File: src/rtl/rtc_seq_pkg.sv
package rtc_seq_pkg;
  localparam int NIB_W     = 4;
  localparam int BYTE_W    = 2 * NIB_W;
  localparam int FIELD_CNT = 6;
  localparam int STEP_CNT  = 2 * FIELD_CNT + 1;
  localparam int STEP_W    = $clog2(STEP_CNT);
  localparam int FSEL_W    = STEP_W - 1;

  typedef enum logic [1:0] {OP_GET, OP_SET, OP_INIT} opKind_t;
  typedef enum logic [1:0] {ASEL_CTRL, ASEL_TINT, ASEL_STEP} addrSel_t;
  typedef enum logic [1:0] {WSEL_BASE, WSEL_ADJ, WSEL_ZERO, WSEL_STEP} wdSel_t;

  typedef struct packed {
    logic     latchSet;
    logic     clrStep;
    logic     incStep;
    logic     capRead;
    addrSel_t addrSel;
    wdSel_t   wdSel;
  } dpStrobe_t;
endpackage

File: src/rtl/rtc_seq_dpath.sv
module rtc_seq_dpath
  import rtc_seq_pkg::*;
#(
  parameter logic [NIB_W-1:0] ADDR_FIRST = 4'd0,
  parameter logic [NIB_W-1:0] ADDR_WDAY  = 4'd12,
  parameter logic [NIB_W-1:0] ADDR_TINT  = 4'd13,
  parameter logic [NIB_W-1:0] ADDR_CTRL  = 4'd14,
  parameter logic [NIB_W-1:0] CTRL_BASE  = 4'h4,
  parameter int               ADJ_BIT    = 0
) (
  input  logic                               clk,
  input  logic                               rstN,
  input  dpStrobe_t                          strobe,
  input  logic [FIELD_CNT-1:0][BYTE_W-1:0]   setFields,
  input  logic [NIB_W-1:0]                   setWday,
  input  logic [NIB_W-1:0]                   regRdata,
  output logic [NIB_W-1:0]                   regAddr,
  output logic [NIB_W-1:0]                   regWdata,
  output logic                               lastStep,
  output logic [FIELD_CNT-1:0][BYTE_W-1:0]   curFields,
  output logic [NIB_W-1:0]                   curWday
);
  localparam logic [NIB_W-1:0] CTRL_ADJ_VAL = CTRL_BASE | NIB_W'(1 << ADJ_BIT);
  localparam logic [STEP_W-1:0] STEP_LAST   = STEP_W'(STEP_CNT - 1);

  logic [STEP_W-1:0]                 stepIdx;
  logic [FSEL_W-1:0]                 fieldSel;
  logic                              tensSel;
  logic [FIELD_CNT-1:0][BYTE_W-1:0]  heldFields;
  logic [NIB_W-1:0]                  heldWday;
  logic [NIB_W-1:0]                  stepAddr;
  logic [NIB_W-1:0]                  stepNib;
  logic [NIB_W-1:0]                  wdayQ;

  assign fieldSel = stepIdx[STEP_W-1:1];
  assign tensSel  = stepIdx[0];
  assign lastStep = (stepIdx == STEP_LAST);

  always_ff @(posedge clk or negedge rstN) begin
    if (!rstN) begin
      stepIdx <= '0;
    end else if (strobe.clrStep) begin
      stepIdx <= '0;
    end else if (strobe.incStep) begin
      stepIdx <= stepIdx + 1'b1;
    end
  end

  always_ff @(posedge clk or negedge rstN) begin
    if (!rstN) begin
      heldFields <= '0;
      heldWday   <= '0;
    end else if (strobe.latchSet) begin
      heldFields <= setFields;
      heldWday   <= setWday;
    end
  end

  // Nibble sent during the current step: ones/tens half of a field, or weekday
  always_comb begin
    stepNib = '0;
    for (int f = 0; f < FIELD_CNT; f++) begin
      if (fieldSel == FSEL_W'(f)) begin
        stepNib = tensSel ? heldFields[f][BYTE_W-1:NIB_W] : heldFields[f][NIB_W-1:0];
      end
    end
    if (lastStep) stepNib = heldWday;
  end

  assign stepAddr = lastStep ? ADDR_WDAY : (ADDR_FIRST + NIB_W'(stepIdx));

  always_comb begin
    unique case (strobe.addrSel)
      ASEL_TINT: regAddr = ADDR_TINT;
      ASEL_STEP: regAddr = stepAddr;
      default:   regAddr = ADDR_CTRL;
    endcase
  end

  always_comb begin
    unique case (strobe.wdSel)
      WSEL_ADJ:  regWdata = CTRL_ADJ_VAL;
      WSEL_ZERO: regWdata = '0;
      WSEL_STEP: regWdata = stepNib;
      default:   regWdata = CTRL_BASE;
    endcase
  end

  // One capture register per field
  for (genvar f = 0; f < FIELD_CNT; f++) begin : gField
    logic [BYTE_W-1:0] fieldQ;
    always_ff @(posedge clk or negedge rstN) begin
      if (!rstN) begin
        fieldQ <= '0;
      end else if (strobe.capRead && !lastStep && (fieldSel == FSEL_W'(f))) begin
        if (tensSel) fieldQ[BYTE_W-1:NIB_W] <= regRdata;
        else         fieldQ[NIB_W-1:0]      <= regRdata;
      end
    end
    assign curFields[f] = fieldQ;
  end

  always_ff @(posedge clk or negedge rstN) begin
    if (!rstN)                            wdayQ <= '0;
    else if (strobe.capRead && lastStep)  wdayQ <= regRdata;
  end
  assign curWday = wdayQ;

  assert_step_range_R4: assert property (@(posedge clk) disable iff (!rstN)
    stepIdx <= STEP_LAST);
  assert_inc_not_last_R4: assert property (@(posedge clk) disable iff (!rstN)
    strobe.incStep |-> !lastStep);
  assert_cap_on_step_R4: assert property (@(posedge clk) disable iff (!rstN)
    strobe.capRead |-> (strobe.addrSel == ASEL_STEP));
endmodule

File: src/rtl/rtc_seq_ctrl.sv
module rtc_seq_ctrl
  import rtc_seq_pkg::*;
#(
  parameter int RETRY_LIMIT  = 10,
  parameter int POLL_LIMIT   = 1000,
  parameter int GAP_CYCLES   = 4,
  parameter int BUSY_BIT     = 1,
  parameter int OSC_STOP_BIT = 3
) (
  input  logic             clk,
  input  logic             rstN,
  input  logic             initCmd,
  input  logic             getCmd,
  input  logic             setCmd,
  input  logic             regAck,
  input  logic [NIB_W-1:0] regRdata,
  input  logic             lastStep,
  output logic             regReq,
  output logic             regWrite,
  output logic             chipEn,
  output logic             done,
  output logic             timeValid,
  output logic             errFlag,
  output dpStrobe_t        strobe
);
  localparam int RETRY_W = $clog2(RETRY_LIMIT + 1);
  localparam int POLL_W  = $clog2(POLL_LIMIT + 1);
  localparam int GAP_W   = $clog2(GAP_CYCLES + 1);
  localparam logic [RETRY_W-1:0] RETRY_LAST = RETRY_W'(RETRY_LIMIT - 1);
  localparam logic [POLL_W-1:0]  POLL_LAST  = POLL_W'(POLL_LIMIT - 1);
  localparam logic [GAP_W-1:0]   GAP_LAST   = GAP_W'(GAP_CYCLES - 1);

  typedef enum logic [3:0] {
    S_IDLE, S_CE_WAIT, S_CTRL_WR, S_CTRL_RD, S_OFF_WAIT, S_XFER,
    S_I_RD, S_I_TINT, S_I_ADJ, S_I_POLL, S_I_PWAIT, S_I_BASE, S_FINISH
  } state_t;

  state_t             state;
  opKind_t            op;
  logic [RETRY_W-1:0] retryCnt;
  logic [POLL_W-1:0]  pollCnt;
  logic [GAP_W-1:0]   gapCnt;
  logic               validR;
  logic               errR;
  logic               gapDone;
  logic               accept;
  logic               busyRd;

  assign gapDone = (gapCnt == GAP_LAST);
  assign accept  = (state == S_IDLE) && (initCmd || setCmd || getCmd);
  assign busyRd  = regRdata[BUSY_BIT];

  always_ff @(posedge clk or negedge rstN) begin
    if (!rstN) begin
      state    <= S_IDLE;
      op       <= OP_GET;
      retryCnt <= '0;
      pollCnt  <= '0;
      gapCnt   <= '0;
      validR   <= 1'b0;
      errR     <= 1'b0;
    end else begin
      unique case (state)
        S_IDLE: begin
          retryCnt <= '0;
          pollCnt  <= '0;
          gapCnt   <= '0;
          if (initCmd) begin
            op    <= OP_INIT;
            state <= S_CE_WAIT;
          end else if (setCmd) begin
            op    <= OP_SET;
            state <= S_CE_WAIT;
          end else if (getCmd) begin
            op <= OP_GET;
            if (validR) state <= S_CE_WAIT;
            else begin
              errR  <= 1'b0;
              state <= S_FINISH;
            end
          end
        end
        S_CE_WAIT: begin
          if (gapDone) begin
            gapCnt <= '0;
            state  <= (op == OP_INIT) ? S_I_RD : S_CTRL_WR;
          end else gapCnt <= gapCnt + 1'b1;
        end
        S_CTRL_WR: if (regAck) state <= S_CTRL_RD;
        S_CTRL_RD: begin
          if (regAck) begin
            if (busyRd) begin
              if (retryCnt == RETRY_LAST) begin
                errR  <= 1'b1;
                state <= S_FINISH;
              end else begin
                retryCnt <= retryCnt + 1'b1;
                state    <= S_OFF_WAIT;
              end
            end else state <= S_XFER;
          end
        end
        S_OFF_WAIT: begin
          if (gapDone) begin
            gapCnt <= '0;
            state  <= S_CE_WAIT;
          end else gapCnt <= gapCnt + 1'b1;
        end
        S_XFER: begin
          if (regAck && lastStep) begin
            errR <= 1'b0;
            if (op == OP_SET) validR <= 1'b1;
            state <= S_FINISH;
          end
        end
        S_I_RD: begin
          if (regAck) begin
            if (!regRdata[OSC_STOP_BIT]) begin
              validR <= 1'b1;
              errR   <= 1'b0;
              state  <= S_FINISH;
            end else begin
              validR <= 1'b0;
              state  <= S_I_TINT;
            end
          end
        end
        S_I_TINT: if (regAck) state <= S_I_ADJ;
        S_I_ADJ:  if (regAck) state <= S_I_POLL;
        S_I_POLL: begin
          if (regAck) begin
            if (busyRd) begin
              if (pollCnt == POLL_LAST) begin
                errR  <= 1'b1;
                state <= S_FINISH;
              end else begin
                pollCnt <= pollCnt + 1'b1;
                state   <= S_I_PWAIT;
              end
            end else state <= S_I_BASE;
          end
        end
        S_I_PWAIT: begin
          if (gapDone) begin
            gapCnt <= '0;
            state  <= S_I_POLL;
          end else gapCnt <= gapCnt + 1'b1;
        end
        S_I_BASE: begin
          if (regAck) begin
            errR  <= 1'b0;
            state <= S_FINISH;
          end
        end
        S_FINISH: state <= S_IDLE;
        default:  state <= S_IDLE;
      endcase
    end
  end

  always_comb begin
    regReq = 1'b0;
    unique case (state)
      S_CTRL_WR, S_CTRL_RD, S_XFER, S_I_RD, S_I_TINT, S_I_ADJ, S_I_POLL, S_I_BASE:
        regReq = 1'b1;
      default: regReq = 1'b0;
    endcase
  end

  always_comb begin
    chipEn = 1'b1;
    if (state == S_IDLE || state == S_OFF_WAIT || state == S_FINISH) chipEn = 1'b0;
  end

  assign regWrite = (state == S_CTRL_WR) || (state == S_I_TINT) || (state == S_I_ADJ) ||
                    (state == S_I_BASE)  || ((state == S_XFER) && (op == OP_SET));
  assign done      = (state == S_FINISH);
  assign timeValid = validR;
  assign errFlag   = errR;

  always_comb begin
    strobe          = '0;
    strobe.latchSet = accept && !initCmd && setCmd;
    strobe.clrStep  = accept;
    strobe.incStep  = (state == S_XFER) && regAck && !lastStep;
    strobe.capRead  = (state == S_XFER) && regAck && (op == OP_GET);
    unique case (state)
      S_I_TINT: begin strobe.addrSel = ASEL_TINT; strobe.wdSel = WSEL_ZERO; end
      S_I_ADJ:  begin strobe.addrSel = ASEL_CTRL; strobe.wdSel = WSEL_ADJ;  end
      S_XFER:   begin strobe.addrSel = ASEL_STEP; strobe.wdSel = WSEL_STEP; end
      default:  begin strobe.addrSel = ASEL_CTRL; strobe.wdSel = WSEL_BASE; end
    endcase
  end

  assert_req_needs_ce_R2: assert property (@(posedge clk) disable iff (!rstN)
    regReq |-> chipEn);
  assert_retry_bound_R3: assert property (@(posedge clk) disable iff (!rstN)
    retryCnt < RETRY_W'(RETRY_LIMIT));
  assert_done_pulse_R6: assert property (@(posedge clk) disable iff (!rstN)
    done |=> !done);
  assert_suppressed_get_R7: assert property (@(posedge clk) disable iff (!rstN)
    (state == S_IDLE && getCmd && !setCmd && !initCmd && !timeValid) |=> (!chipEn && !regReq));
  assert_valid_rise_R8: assert property (@(posedge clk) disable iff (!rstN)
    $rose(timeValid) |-> done);
  assert_poll_bound_R11: assert property (@(posedge clk) disable iff (!rstN)
    pollCnt < POLL_W'(POLL_LIMIT));
endmodule

File: src/rtl/rtc_time_sequencer.sv
module rtc_time_sequencer
  import rtc_seq_pkg::*;
#(
  parameter int               RETRY_LIMIT  = 10,
  parameter int               POLL_LIMIT   = 1000,
  parameter int               GAP_CYCLES   = 4,
  parameter int               BUSY_BIT     = 1,
  parameter int               OSC_STOP_BIT = 3,
  parameter int               ADJ_BIT      = 0,
  parameter logic [3:0]       CTRL_BASE    = 4'h4,
  parameter logic [3:0]       ADDR_FIRST   = 4'd0,
  parameter logic [3:0]       ADDR_WDAY    = 4'd12,
  parameter logic [3:0]       ADDR_TINT    = 4'd13,
  parameter logic [3:0]       ADDR_CTRL    = 4'd14
) (
  input  logic       clk,
  input  logic       rstN,
  input  logic       initCmd,
  input  logic       getCmd,
  input  logic       setCmd,
  input  logic [7:0] setSec,
  input  logic [7:0] setMin,
  input  logic [7:0] setHour,
  input  logic [7:0] setDay,
  input  logic [7:0] setMon,
  input  logic [7:0] setYear,
  input  logic [3:0] setWday,
  output logic       regReq,
  output logic       regWrite,
  output logic [3:0] regAddr,
  output logic [3:0] regWdata,
  input  logic       regAck,
  input  logic [3:0] regRdata,
  output logic       chipEn,
  output logic [7:0] curSec,
  output logic [7:0] curMin,
  output logic [7:0] curHour,
  output logic [7:0] curDay,
  output logic [7:0] curMon,
  output logic [7:0] curYear,
  output logic [3:0] curWday,
  output logic       timeValid,
  output logic       errFlag,
  output logic       done
);
  dpStrobe_t                         strobe;
  logic                              lastStep;
  logic [FIELD_CNT-1:0][BYTE_W-1:0]  setFields;
  logic [FIELD_CNT-1:0][BYTE_W-1:0]  curFields;

  assign setFields = {setYear, setMon, setDay, setHour, setMin, setSec};
  assign {curYear, curMon, curDay, curHour, curMin, curSec} = curFields;

  rtc_seq_ctrl #(
    .RETRY_LIMIT(RETRY_LIMIT), .POLL_LIMIT(POLL_LIMIT), .GAP_CYCLES(GAP_CYCLES),
    .BUSY_BIT(BUSY_BIT), .OSC_STOP_BIT(OSC_STOP_BIT)
  ) uCtrl (
    .clk(clk), .rstN(rstN), .initCmd(initCmd), .getCmd(getCmd), .setCmd(setCmd),
    .regAck(regAck), .regRdata(regRdata), .lastStep(lastStep),
    .regReq(regReq), .regWrite(regWrite), .chipEn(chipEn), .done(done),
    .timeValid(timeValid), .errFlag(errFlag), .strobe(strobe)
  );

  rtc_seq_dpath #(
    .ADDR_FIRST(ADDR_FIRST), .ADDR_WDAY(ADDR_WDAY), .ADDR_TINT(ADDR_TINT),
    .ADDR_CTRL(ADDR_CTRL), .CTRL_BASE(CTRL_BASE), .ADJ_BIT(ADJ_BIT)
  ) uDpath (
    .clk(clk), .rstN(rstN), .strobe(strobe), .setFields(setFields), .setWday(setWday),
    .regRdata(regRdata), .regAddr(regAddr), .regWdata(regWdata), .lastStep(lastStep),
    .curFields(curFields), .curWday(curWday)
  );

  assert_req_hold_R12: assert property (@(posedge clk) disable iff (!rstN)
    (regReq && !regAck) |=> (regReq && $stable(regAddr) && $stable(regWrite) && $stable(regWdata)));
endmodule

File: config.mk
export PLATFORM = sky130hd
export DESIGN_NAME = rtc_time_sequencer
export DESIGN_NICKNAME = d
export VERILOG_FILES = /design/src/rtl/rtc_seq_pkg.sv /design/src/rtl/rtc_seq_dpath.sv /design/src/rtl/rtc_seq_ctrl.sv /design/src/rtl/rtc_time_sequencer.sv
export SDC_FILE = /design/constraint.sdc
export NUM_CORES = 1
export LEC_CHECK = 0
export ABC_CLOCK_PERIOD_IN_PS = 4980
export BUFFER_PORTS_ARGS = -buffer_cell sky130_fd_sc_hd__buf_4
export CAP_MARGIN = 5
export CORE_UTILIZATION = 30
export DETAILED_ROUTE_END_ITERATION = 10
export GPL_TIMING_DRIVEN = 0
export HOLD_SLACK_MARGIN = 0.15
export PLACE_DENSITY = 0.49
export SLEW_MARGIN = 20
export SYNTH_ARGS = -nofsm -noshare
export SYNTH_HDL_FRONTEND = slang
export SYNTH_SLANG_ARGS = --single-unit
File: constraint.sdc
create_clock -name clk -period 4.98 [get_ports clk]
set_input_delay 0.996 -clock clk [delete_from_list [all_inputs] [get_ports clk]]
set_output_delay 0.996 -clock clk [all_outputs]
set_load 0.01 [all_outputs]
Yosys cells after proc, flatten, opt, wreduce, memory -nomap -nowiden
Memory sizes are Yosys's and may differ from the RTL's.
Index checks and enable logic that the tools add are counted.
{ "word_totals": {"ff_bits": 133, "latchBits": 0, "ram_bits": 0, "romBits": 16, "input_bits": 62, "mem_count": 1} }
{ "op_classes": {"n_addsub": 4, "mul": 0, "n_div": 0, "order_cmp": 0, "n_eq_ne": 52, "shift": 0, "mux": 75, "bitwise_logic": 1, "n_reduce_logical": 55} }
{ "mem_list": {"columns": ["name", "words", "word_bits", "read_ports", "rd_ports_with_merged_regs", "wr", "line", "rtl"], "rows": [
  ["(name not given)", 16, 1, 1, 0, 0, "rtc_seq_ctrl.sv:163", "unique case (state)"]
]} }
{ "op_table": {"columns": ["operator", "count"], "rows": [
  ["4-bit 2-to-1 mux", 37],
  ["4-bit one-hot mux with 12 select lines", 1],
  ["2-bit != test (second input constant)", 16],
  ["10-bit 2-to-1 mux", 3],
  ["4-bit equality test (second input constant)", 7],
  ["2-bit AND reduction", 13],
  ["4-bit one-hot mux with 3 select lines", 2],
  ["10-bit one-hot mux with 2 select lines", 1],
  ["1-bit 2-to-1 mux", 19],
  ["4-bit by 3-bit equality test with 1-bit output (second input constant)", 4],
  ["1-bit logical AND", 16],
  ["4-bit one-hot mux with 2 select lines", 2],
  ["15-bit AND reduction", 1],
  ["2-bit by 1-bit != test with 1-bit output (second input constant)", 7],
  ["3-bit 2-to-1 mux", 4],
  ["12-bit AND reduction", 1],
  ["4-bit AND reduction", 3],
  ["10-bit by 1-bit adder with 10-bit output (second input constant)", 1],
  ["10-bit equality test (second input constant)", 1],
  ["2-bit nonzero test", 5],
  ["3-bit by 2-bit equality test with 1-bit output (second input constant)", 3],
  ["4-bit by 1-bit adder with 4-bit output (second input constant)", 2],
  ["2-bit equality test (second input constant)", 4],
  ["4-bit by 2-bit equality test with 1-bit output (second input constant)", 2],
  ["other kinds (19)", 32]
]} }

Longest topological paths before layout
Gate-level depths: netlist of the first run.
{ "depth": {"depth_word": 9, "mapped_depth": 9, "mapped_depth_nobuf": 7} }

By module
Synthesis of the first run repeated with hierarchy kept, for this count alone.
{ "unflattened": {"cells_unflattened": 542, "area_unflattened_um2": 6496.2} }
{ "by_module_without_submodules": {"columns": ["module", "n_inst", "cells_per_inst", "area_each_um2"], "rows": [
  ["rtc_seq_dpath", 1, 333, 4722.0],
  ["rtc_seq_ctrl", 1, 209, 1774.2]
]} }

Worst setup path after synthesis of the first run
No wires, ideal clock.
{ "synth_path": {"path_kind": "reg-to-output", "from": "register uCtrl.state[0]", "to": "output regAddr[2]", "arrival_time_ns": 1.799, "slack_ns": 2.185, "path_stages_with_launch": 8, "path_cell_list": "dfrtp_1 -> buf_4 -> clkbuf_1 -> buf_2 -> and2_1 -> nand2_1 -> ha_1 -> a211o_1"} }
{ "synth_via": {"elab_chain_cells": 4, "word_cells_on_any_way": 7, "cone_classes": "eq/ne: 5; mux: 2"} }
{ "synth_lines": {"columns": ["element", "line", "rtl"], "rows": [
  ["from (decl)", "rtc_seq_ctrl.sv:38", "state_t state;"],
  ["from (signal assigned)", "rtc_seq_ctrl.sv:86", "state <= (op == OP_INIT) ? S_I_RD : S_CTRL_WR;"],
  ["4-bit by 3-bit equality test with 1-bit output or 4-bit equality test (tied branches)", "rtc_seq_ctrl.sv:187", "unique case (state)"],
  ["4-bit one-hot mux with 3 select lines *", "rtc_seq_ctrl.sv:187", null],
  ["2-bit equality test or 2-bit by 1-bit equality test with 1-bit output (tied branches)", "rtc_seq_dpath.sv:73", "unique case (strobe.addrSel)"],
  ["4-bit one-hot mux with 2 select lines *", "rtc_seq_dpath.sv:73", null],
  ["to (decl)", "rtc_time_sequencer.sv:30", "output logic [3:0] regAddr,"]
]} }
Mark *: on every way between the ends. The rest lies on a longest branch, timed or not.

Worst setup path in the final report of the first run
{ "layout_path": {"from": "register uCtrl.state[1]", "to": "output regAddr[2]"} }
Same word-level chain as after synthesis.

==> results of run 1 <==
logic make-up (layout without fill, tap and decap cells):
logic type | count (synthesis) | after routing | synth area share (%)
simple gates | 139 | 139 | 12.04
flops | 133 | 133 | 51.14
mux | 124 | 124 | 22.86
compound gates | 68 | 68 | 7.230
buf+inv | 44 | 202 | 3.172
xor+xnor | 15 | 15 | 2.019
fa+ha+maj | 8 | 8 | 1.538
critical path: stages, from the launching register on:
cell and delay, ps:
dfrtp_1 390, buf_2 250, buf_1 380, clkbuf_1 410, nand2_1 140, ha_1 260, a211o_1 350, buf_4 160
metrics by stage:
stage / hold slack [ps] / cell area, sq um / power (mW) / cells
floorplan: 467.2 / 6507 / 2.600 / 531
global placement: 485.5 / 7797 / 3.082 / 932
detailed placement: 491.7 / 7833 / 3.121 / 933
CTS: 480.9 / 8392 / 4.318 / 964
global route: 486.3 / 8392 / 4.542 / 964
finish: 472.4 / 8392 / 4.265 / 964
power groups by stage:
stage          Sequential, mW  Clock [mW]  Combinational [mW]
5_1_grt                  1.59        1.27                1.68
6_report                 1.55        1.18                1.53
4_1_cts                  1.56        1.21                1.55
2_1_floorplan            1.53           0                1.07
3_5_place_dp             1.58           0                1.55
3_3_place_gp             1.56           0                1.52
registers in the layout, indices dropped and copies added, names as in the netlist:
signal and count:
uCtrl.op 2, uDpath.heldFields 48, uDpath.gField.fieldQ 48, uCtrl.gapCnt 3
uDpath.stepIdx 4, uCtrl.pollCnt 10, uCtrl.retryCnt 4, uCtrl.state 4
uDpath.heldWday 4, uCtrl.errFlag 1, uCtrl.timeValid 1, uDpath.curWday 4
final cells by class:
class / instances / area (sq um)
fillers: 2044 / 12760
flip-flops and latches: 133 / 3328
multi-input cells: 354 / 2973
repair buffers: 127 / 980.9
clock buffers: 20 / 456.7
well taps: 275 / 344.1
plain buffers: 32 / 161.4
clock inverters: 11 / 102.6
inverters: 12 / 45.04
metal layers:
metal  routed length (um)  vias to the layer above  part of all wire, %
met5                    0                        -                    0
met4                  205                        0                  1.2
met1                 7772                     2389                   45
met3                 1078                       13                  6.3
met2                 8151                      125                   47
li1                     -                     2225                    -
worst min-delay path by stage:
stage                                        to  slack, ps  cells after the start
after floorplan                uCtrl.pollCnt[1]        470                      2
after global placement    uDpath.heldFields[39]        490                      1
after global routing           uCtrl.pollCnt[5]        490                      1
final                          uCtrl.pollCnt[5]        470                      1
after detailed placement       uCtrl.pollCnt[1]        490                      2
after CTS                      uCtrl.pollCnt[8]        480                      1
layout by cell type, fill, tap and decap left out, drive strengths merged, types with 6 or more instances in the layout:
cell / instances
nor2b: 8
mux2i: 8
a21oi: 10
inv: 13
and3: 6
mux2: 107
xnor2: 6
ha: 8
clkinv: 6
nand2: 33
nor3: 6
buf: 148
mux4: 9
dfrtp: 133
nand3: 11
clkbuf: 31
nor2: 39
o21ai: 17
xor2: 9
==> flow_summary.json, run 1 <==
{
  "fin_ws_ps": 1217,
  "hold_viol": 0,
  "crit_end": "regAddr[2]",
  "r2r_end": "uCtrl.state[0]",
  "setup_viol": 0,
  "synth_top_area_share_pct": 51.14,
  "r2r_slack_ps": 2260,
  "cp.required_ps": 3980,
  "final_layout_size_suffix_gt1_share_pct": 43.69,
  "post_cts_buffers": 0,
  "setup_tns_ps": 0,
  "synth_area_per_cell_sq_um": 12.26,
  "dpl.hpwl_um": 12930,
  "syn_to_final_growth_pct": 28.96,
  "swShare_pct": 33.00,
  "yosysMostFrequentCell": "dfrtp_1",
  "num_antenna_cells": 0,
  "drt-initial-drc-count": 183,
  "seqPwrFrac_pct": 36.4,
  "clockPowerShare_pct": 27.7,
  "r2r_start": "uDpath.stepIdx[0]",
  "clock_path_buffers": 2,
  "track_usage_pct": 16.45,
  "async_reset_ff_share_pct": 100.0,
  "pre_cts_ws_ps": 1620,
  "cts.sink_count": 133,
  "core_sq_mm": 0.02115,
  "die-area_sq_mm": 0.02228,
  "p_comb_share_pct": 35.9,
  "insertion_delay_ps": 420,
  "wl_per_cell_um": 17.85,
  "ir_worst_vdd_mv": 0.2256,
  "synth_nets": 601,
  "cts_root_buf": "clkbuf_16",
  "grt_pass1_vias": 4946,
  "switchingPower_mw": 1.408,
  "synthTopCellsByCount": "dfrtp_1, mux2_2, nor2_1, nand2_1, o21ai_0",
  "critPathMaxFanout": 10,
  "grt_overflow_total": 0,
  "antenna_found_initial": 0,
  "grt_pass1_wl_um": 27480,
  "synthDistinctLibCells": 59,
  "seq_area_frac_synth_pct": 51.14,
  "vias": 4752,
  "io_buffers": 126,
  "final_core_util_pct": 39.67,
  "top_usage_layer": "met2",
  "slew-limit-headroom_pct": 55.66,
  "cts_hold_buf": 0,
  "grt_use_met2_pct": 25.86,
  "grt_max_degree": 87,
  "p_int_mw": 2.857,
  "use_met3_pct": 5.015,
  "die_w_um": 149.3,
  "r2r_cells": 9,
  "skew_ps": 9.064,
  "grt_setup_unrepaired": "no",
  "power.density_mw_per_mm2": 508.2,
  "netlist_instances": 531,
  "cts_tree": "yes",
  "hold_path_class": "in -> async",
  "wirelength_um": 17210,
  "cts_made_buffers": 17,
  "num_rows": 53,
  "worst_setup_path_end_kind": "primary output",
  "synth_edf_count": 0,
  "critical_path_class": "reg -> out",
  "ys_warn_count": 0,
  "clk_pin_slew_ps": 60,
  "startpoint_type": "flip-flop",
  "start_util_pct": 30.76,
  "drc": 0,
  "io_pins": 128,
  "grt.met1_usage_pct": 21.65,
  "first_pass_iters": 5,
  "p_leak_nw": 3.911,
  "die_height_um": 149.3,
  "status": "complete, no violations",
  "min_period_ps": 3763,
  "routabilityCongestion": 0.8491,
  "ys.flop_type": "dfrtp_1",
  "ctsResizeCount": 0,
  "h-tree-depth": 4,
  "syn-cell-area_sq_mm": 0.006507,
  "synthTopCellsByArea": "dfrtp_1, mux2_2, mux4_2",
  "slew_violations": 0,
  "arrival_ps": 2770,
  "ant_nets": 0,
  "drv_cap": 0,
  "crit_start": "uCtrl.state[1]",
  "final_nets": 747,
  "ys_seq_elements": 133,
  "via_per_inst": 4.929,
  "yosysTopAreaCell": "dfrtp_1",
  "fmax_mhz": 265.8,
  "worst_slew_pin_slew_ps": 665.0,
  "min_period_over_period_pct": 75.56
}
No activity file was read; power rests on OpenSTA's default activity.
==> inputs of run 2 (changes only) <==
- ABC_AREA: not set -> 1
- ABC_CLOCK_PERIOD_IN_PS: 4980 -> 3600
- clock period: 4.98 -> 3.6 ns (I/O delays scaled with it)
==> flow_summary.json, run 2 <==
{
  "track_usage_pct": 16.17,
  "ys_seq_elements": 133,
  "drc": 0,
  "min_period_over_period_pct": 93.36,
  "wl_per_cell_um": 15.10,
  "io_pins": 128,
  "ant_nets": 0,
  "die_w_um": 151.5,
  "yosysMostFrequentCell": "nand2_1",
  "cp.required_ps": 2880,
  "num_antenna_cells": 0,
  "worst_slew_pin_slew_ps": 834.2,
  "drv_cap": 0,
  "start_util_pct": 30.62,
  "power.density_mw_per_mm2": 709.3,
  "synthTopCellsByArea": "dfrtp_1, nand2_1, mux2_4",
  "dpl_cell_area_sq_mm": 0.008043,
  "critPathMaxFanout": 10,
  "ys_warn_count": 0,
  "clock_path_buffers": 2,
  "use_met3_pct": 3.922,
  "via_per_inst": 4.522,
  "clk_pin_slew_ps": 60,
  "critical_path_class": "reg -> out",
  "hold_path_class": "in -> async",
  "slew_violations": 0,
  "async_reset_ff_share_pct": 100.0,
  "wirelength_um": 17320,
  "startpoint_type": "flip-flop",
  "ir_worst_vdd_mv": 0.3206,
  "reg.largest.list": "uDpath.gField.fieldQ x48, uDpath.heldFields x48, uCtrl.pollCnt x10",
  "fmax_mhz": 297.5,
  "hold_viol": 0,
  "synthTopCellsByCount": "nand2_1, dfrtp_1, nor2_1, o21ai_1, mux2_4",
  "netlist_instances": 707,
  "core_sq_mm": 0.02189,
  "slew-limit-headroom_pct": 44.18,
  "grt_setup_unrepaired": "no",
  "insertion_delay_ps": 420,
  "cts_tree": "yes",
  "antenna_found_initial": 0,
  "synth_nets": 777,
  "yosysTopAreaCell": "dfrtp_1",
  "io_buffers": 127,
  "cts_hold_buf": 0,
  "grt_pass1_wl_um": 27810,
  "grt.met1_usage_pct": 22.68,
  "synth_area_per_cell_sq_um": 9.482,
  "synth_edf_count": 0,
  "seq_area_frac_synth_pct": 49.65,
  "fillers": 2238,
  "grt_overflow_total": 0,
  "h-tree-depth": 4,
  "status": "complete, no violations",
  "p_leak_nw": 4.350,
  "cts_made_buffers": 17,
  "seqCellArea_sq_mm": 0.003328,
  "setup_tns_ps": 0,
  "vias": 5187,
  "worst_setup_path_end_kind": "primary output",
  "grt_pass1_vias": 5159,
  "cts.sink_count": 133,
  "routabilityCongestion": 0.8045,
  "syn_to_final_growth_pct": 28.93,
  "setup_viol": 0,
  "final_layout_size_suffix_gt1_share_pct": 29.53,
  "min_period_ps": 3361,
  "cts_root_buf": "clkbuf_16",
  "postLayoutCellArea_sq_mm": 0.008643,
  "r2r_slack_ps": 990,
  "drt-initial-drc-count": 232,
  "grt_max_degree": 81,
  "mostFrequentLayoutCell": "nand2_1",
  "final_cell_mix": "nand2_1, dfrtp_1, buf_4",
  "synthDistinctLibCells": 46,
  "multiInputGateArea_sq_mm": 0.003067,
  "final_nets": 924,
  "synth_top_area_share_pct": 49.65,
  "ys.flop_type": "dfrtp_1",
  "num_rows": 54,
  "top_usage_layer": "met2",
  "die_height_um": 151.5,
  "arrival_ps": 2640,
  "dpl.hpwl_um": 12830,
  "grt_use_met2_pct": 23.86,
  "die-area_sq_mm": 0.02295,
  "syn-cell-area_sq_mm": 0.006704,
  "skew_ps": 7.302,
  "first_pass_iters": 5
}
==> run 2: final timing paths <==
kind                                        start                          to  cells past startpoint
worst max-delay path            uDpath.stepIdx[0]                 regWdata[1]                     12
worst min-delay path                         rstN             uCtrl.gapCnt[1]                      1
worst max register to register  uDpath.stepIdx[0]              uCtrl.state[1]                     12
worst min register to register    uCtrl.gapCnt[2]             uCtrl.gapCnt[2]                      2
max in group asynchronous                    rstN  uDpath.gField[0].fieldQ[1]                      2
min in group clk                  uCtrl.gapCnt[2]             uCtrl.gapCnt[2]                      2
==> run 2: area by class of cell <==
class                      count  area share (%)
sequential                   133           38.51
multi-input combinational    509           35.48
timing repair buffer         128           11.44
clock buffer                  22           5.486
tap                          280           4.053
inverter                      48           2.258
clock inverter                10           1.390
buffer                        17           1.390
==> run 2: critical path, cell delays in order (launching register included) <==
cell and delay, ps:
dfrtp_1 380, buf_2 170, inv_1 130, buf_2 260, buf_6 230, ha_1 180, nand3_2 160, inv_1 220
a21oi_1 80, nand3_1 130, nand2_1 60, inv_1 90, buf_4 130
==> run 2: metrics by stage <==
stage | worst slack [ps] | util (%) | instances | hold WS, ps | power [mW]
after CTS | 107.3 | 39.47 | 1147 | 226.2 | 6.221
after detailed placement | 441.1 | 36.74 | 1115 | 479.8 | 4.425
after global routing | 45.40 | 39.48 | 1147 | 248.1 | 6.566
after floorplan | 1040 | - | 707 | 424.4 | 3.713
final | 239.2 | 39.48 | 1147 | 221.5 | 6.131
after global placement | 441.6 | 36.58 | 1114 | 459.8 | 4.401
==> run 2: power breakdown <==
group | total, mW | internal (mW) | switching, mW
registers | 2.19 | 1.91 | 0.284
clock network | 1.76 | 1.08 | 0.676
logic | 2.18 | 0.990 | 1.19
total | 6.13 | 3.98 | 2.15
==> run 2: per-layer routing <==
| metal | part of all wire [%] | wire, um |
|---|---|---|
| met1 | 50 | 8583 |
| met2 | 44 | 7692 |
| met3 | 4.8 | 838 |
| met4 | 1.2 | 208 |
| met5 | 0 | 0 |
==> run 2: cell families after synthesis <==
group | after synthesis | synth area share, %
and+or+nand+nor | 340 | 23.78
DFF | 133 | 49.65
AOI/OAI and AO/OA | 99 | 8.175
buffers and inverters | 65 | 4.610
muxes | 53 | 11.12
xor gates and xnor gates | 9 | 1.176
adders and majority gates | 8 | 1.493
==> run 2: what timing repair did <==
item	CTS	global route
pin swaps	0	0
setup buffers	0	0
resized for setup	1	1
endpoints found under the setup margin	2	2
==> inputs of run 3 (changes only) <==
- MAX_ROUTING_LAYER: not set -> met4
==> flow_summary.json, run 3 (synthesis gave the netlist of run 2 again) <==
{
  "startpoint_type": "flip-flop",
  "p_comb_share_pct": 35.5,
  "postLayoutCellArea_sq_mm": 0.008643,
  "insertion_delay_ps": 420,
  "fillers": 2238,
  "cp_top_family": "buffers and inverters",
  "drt-initial-drc-count": 251,
  "crit_slowest_cell": "dfrtp_1",
  "hold_path_class": "in -> async",
  "core_sq_mm": 0.02189,
  "cts.sink_count": 133,
  "cp_slowest_stage_delay_ps": 380,
  "r2r_slack_ps": 970,
  "routabilityCongestion": 0.8203,
  "slew-limit-headroom_pct": 42.97,
  "ir_worst_vdd_mv": 0.3230,
  "switchingPower_mw": 2.166,
  "final_layout_size_suffix_gt1_share_pct": 29.53,
  "mostFrequentLayoutCell": "nand2_1",
  "min_period_ps": 3370,
  "first_pass_iters": 7,
  "top_layer": "met4",
  "wl_met3_um": 891,
  "critical_path_class": "reg -> out",
  "die-area_sq_mm": 0.02295,
  "via_per_inst": 4.552,
  "die_w_um": 151.5,
  "post_cts_buffers": 0,
  "min_period_over_period_pct": 93.60,
  "hold_viol": 0,
  "dpl.hpwl_um": 12830,
  "grt_overflow_total": 0,
  "cp.required_ps": 2880,
  "cts_root_buf": "clkbuf_16",
  "die_height_um": 151.5,
  "syn_to_final_growth_pct": 28.93,
  "io_pins": 128,
  "slew_violations": 0,
  "worst_setup_path_end_kind": "primary output",
  "wirelength_um": 17360,
  "reg.largest.list": "uDpath.gField.fieldQ x48, uDpath.heldFields x48, uCtrl.pollCnt x10",
  "num_antenna_cells": 0,
  "track_usage_pct": 16.66,
  "p_int_mw": 3.978,
  "h-tree-depth": 4,
  "grt_max_degree": 81,
  "power.density_mw_per_mm2": 710.9,
  "antenna_found_initial": 0,
  "setup_viol": 0,
  "drv_cap": 0,
  "ant_nets": 0,
  "p_leak_nw": 4.350,
  "setup_tns_ps": 0,
  "grt_pass1_wl_um": 27810,
  "cts_tree": "yes",
  "final_nets": 924,
  "crit_chain": "buf_2 -> inv_1 -> buf_2 -> buf_6 -> ha_1 -> nand3_2 -> inv_1 -> a21oi_1 -> nand3_1 -> nand2_1 -> inv_1 -> buf_4",
  "skew_ps": 6.245,
  "seqCellArea_sq_mm": 0.003328,
  "multiInputGateArea_sq_mm": 0.003067,
  "critPathMaxFanout": 10,
  "cts_made_buffers": 17,
  "pre_cts_ws_ps": 441.1,
  "path_common_cell": "inv_1",
  "seqPwrFrac_pct": 35.7,
  "clk_pin_slew_ps": 60,
  "start_util_pct": 30.62,
  "grt_setup_unrepaired": "no",
  "status": "complete, no violations",
  "worst-path-buf-inv": 7,
  "fin_ws_ps": 230.5,
  "fmax_mhz": 296.8,
  "final_core_util_pct": 39.48,
  "worst_slew_pin_slew_ps": 852.3,
  "clock_path_buffers": 2,
  "drc": 0,
  "dpl_cell_area_sq_mm": 0.008043,
  "num_rows": 54,
  "grt_pass1_vias": 5160,
  "vias": 5221,
  "arrival_ps": 2650,
  "wl_met2_um": 7622,
  "wl_met1_um": 8542,
  "swShare_pct": 35.26,
  "clockPowerShare_pct": 28.8,
  "final_cell_mix": "nand2_1, dfrtp_1, buf_4",
  "io_buffers": 127,
  "wl_per_cell_um": 15.14
}
==> run 3: cell counts in the layout (fill, tap and decap cells not counted) <==
No cell type changed its count.
==> run 3: repair_timing <==
item | CTS | global route
endpoints found under the setup margin | 2 | 2
resized for setup | 1 | 1
hold buffers | 0 | 0
==> run 3: per-layer routing <==
metal	GRT usage, %	vias to the layer above
met4	6.200	0
met1	22.68	2438
li1	-	2635
met5	-	-
met3	3.952	24
met2	23.88	124
==> run 3: cell type report <==
class,instances,area share (%)
timing repair buffer,128,11.44
tap,280,4.053
clock buffer,22,5.486
multi-input combinational,509,35.48
inverter,48,2.258
clock inverter,10,1.390
buffer,17,1.390
sequential,133,38.51
==> run 3: per-stage QoR <==
step	instances	total power, mW	hold WS, ps
finish	1147	6.144	221.8
global route	1147	6.569	246.6
CTS	1147	6.221	226.2
detailed placement	1115	4.425	479.8
global placement	1114	4.401	459.8
floorplan	707	3.713	424.4
==> run 3: power groups by stage <==
stage | Combinational [mW] | Sequential, mW | Clock (mW)
floorplan | 1.56 | 2.15 | 0
global placement | 2.19 | 2.22 | 0
detailed placement | 2.21 | 2.21 | 0
CTS | 2.22 | 2.19 | 1.81
global route | 2.46 | 2.25 | 1.86
finish | 2.18 | 2.19 | 1.77
==> run 3: worst paths after layout <==
path,from,to,cells past startpoint
min in group clk,uCtrl.gapCnt[2],uCtrl.gapCnt[2],2
worst min register to register,uCtrl.gapCnt[2],uCtrl.gapCnt[2],2
worst max register to register,uDpath.stepIdx[0],uCtrl.state[1],12
max in group asynchronous,rstN,uDpath.gField[5].fieldQ[5],2
worst min-delay path,rstN,uCtrl.gapCnt[1],1
worst max-delay path,uDpath.stepIdx[0],regWdata[1],12
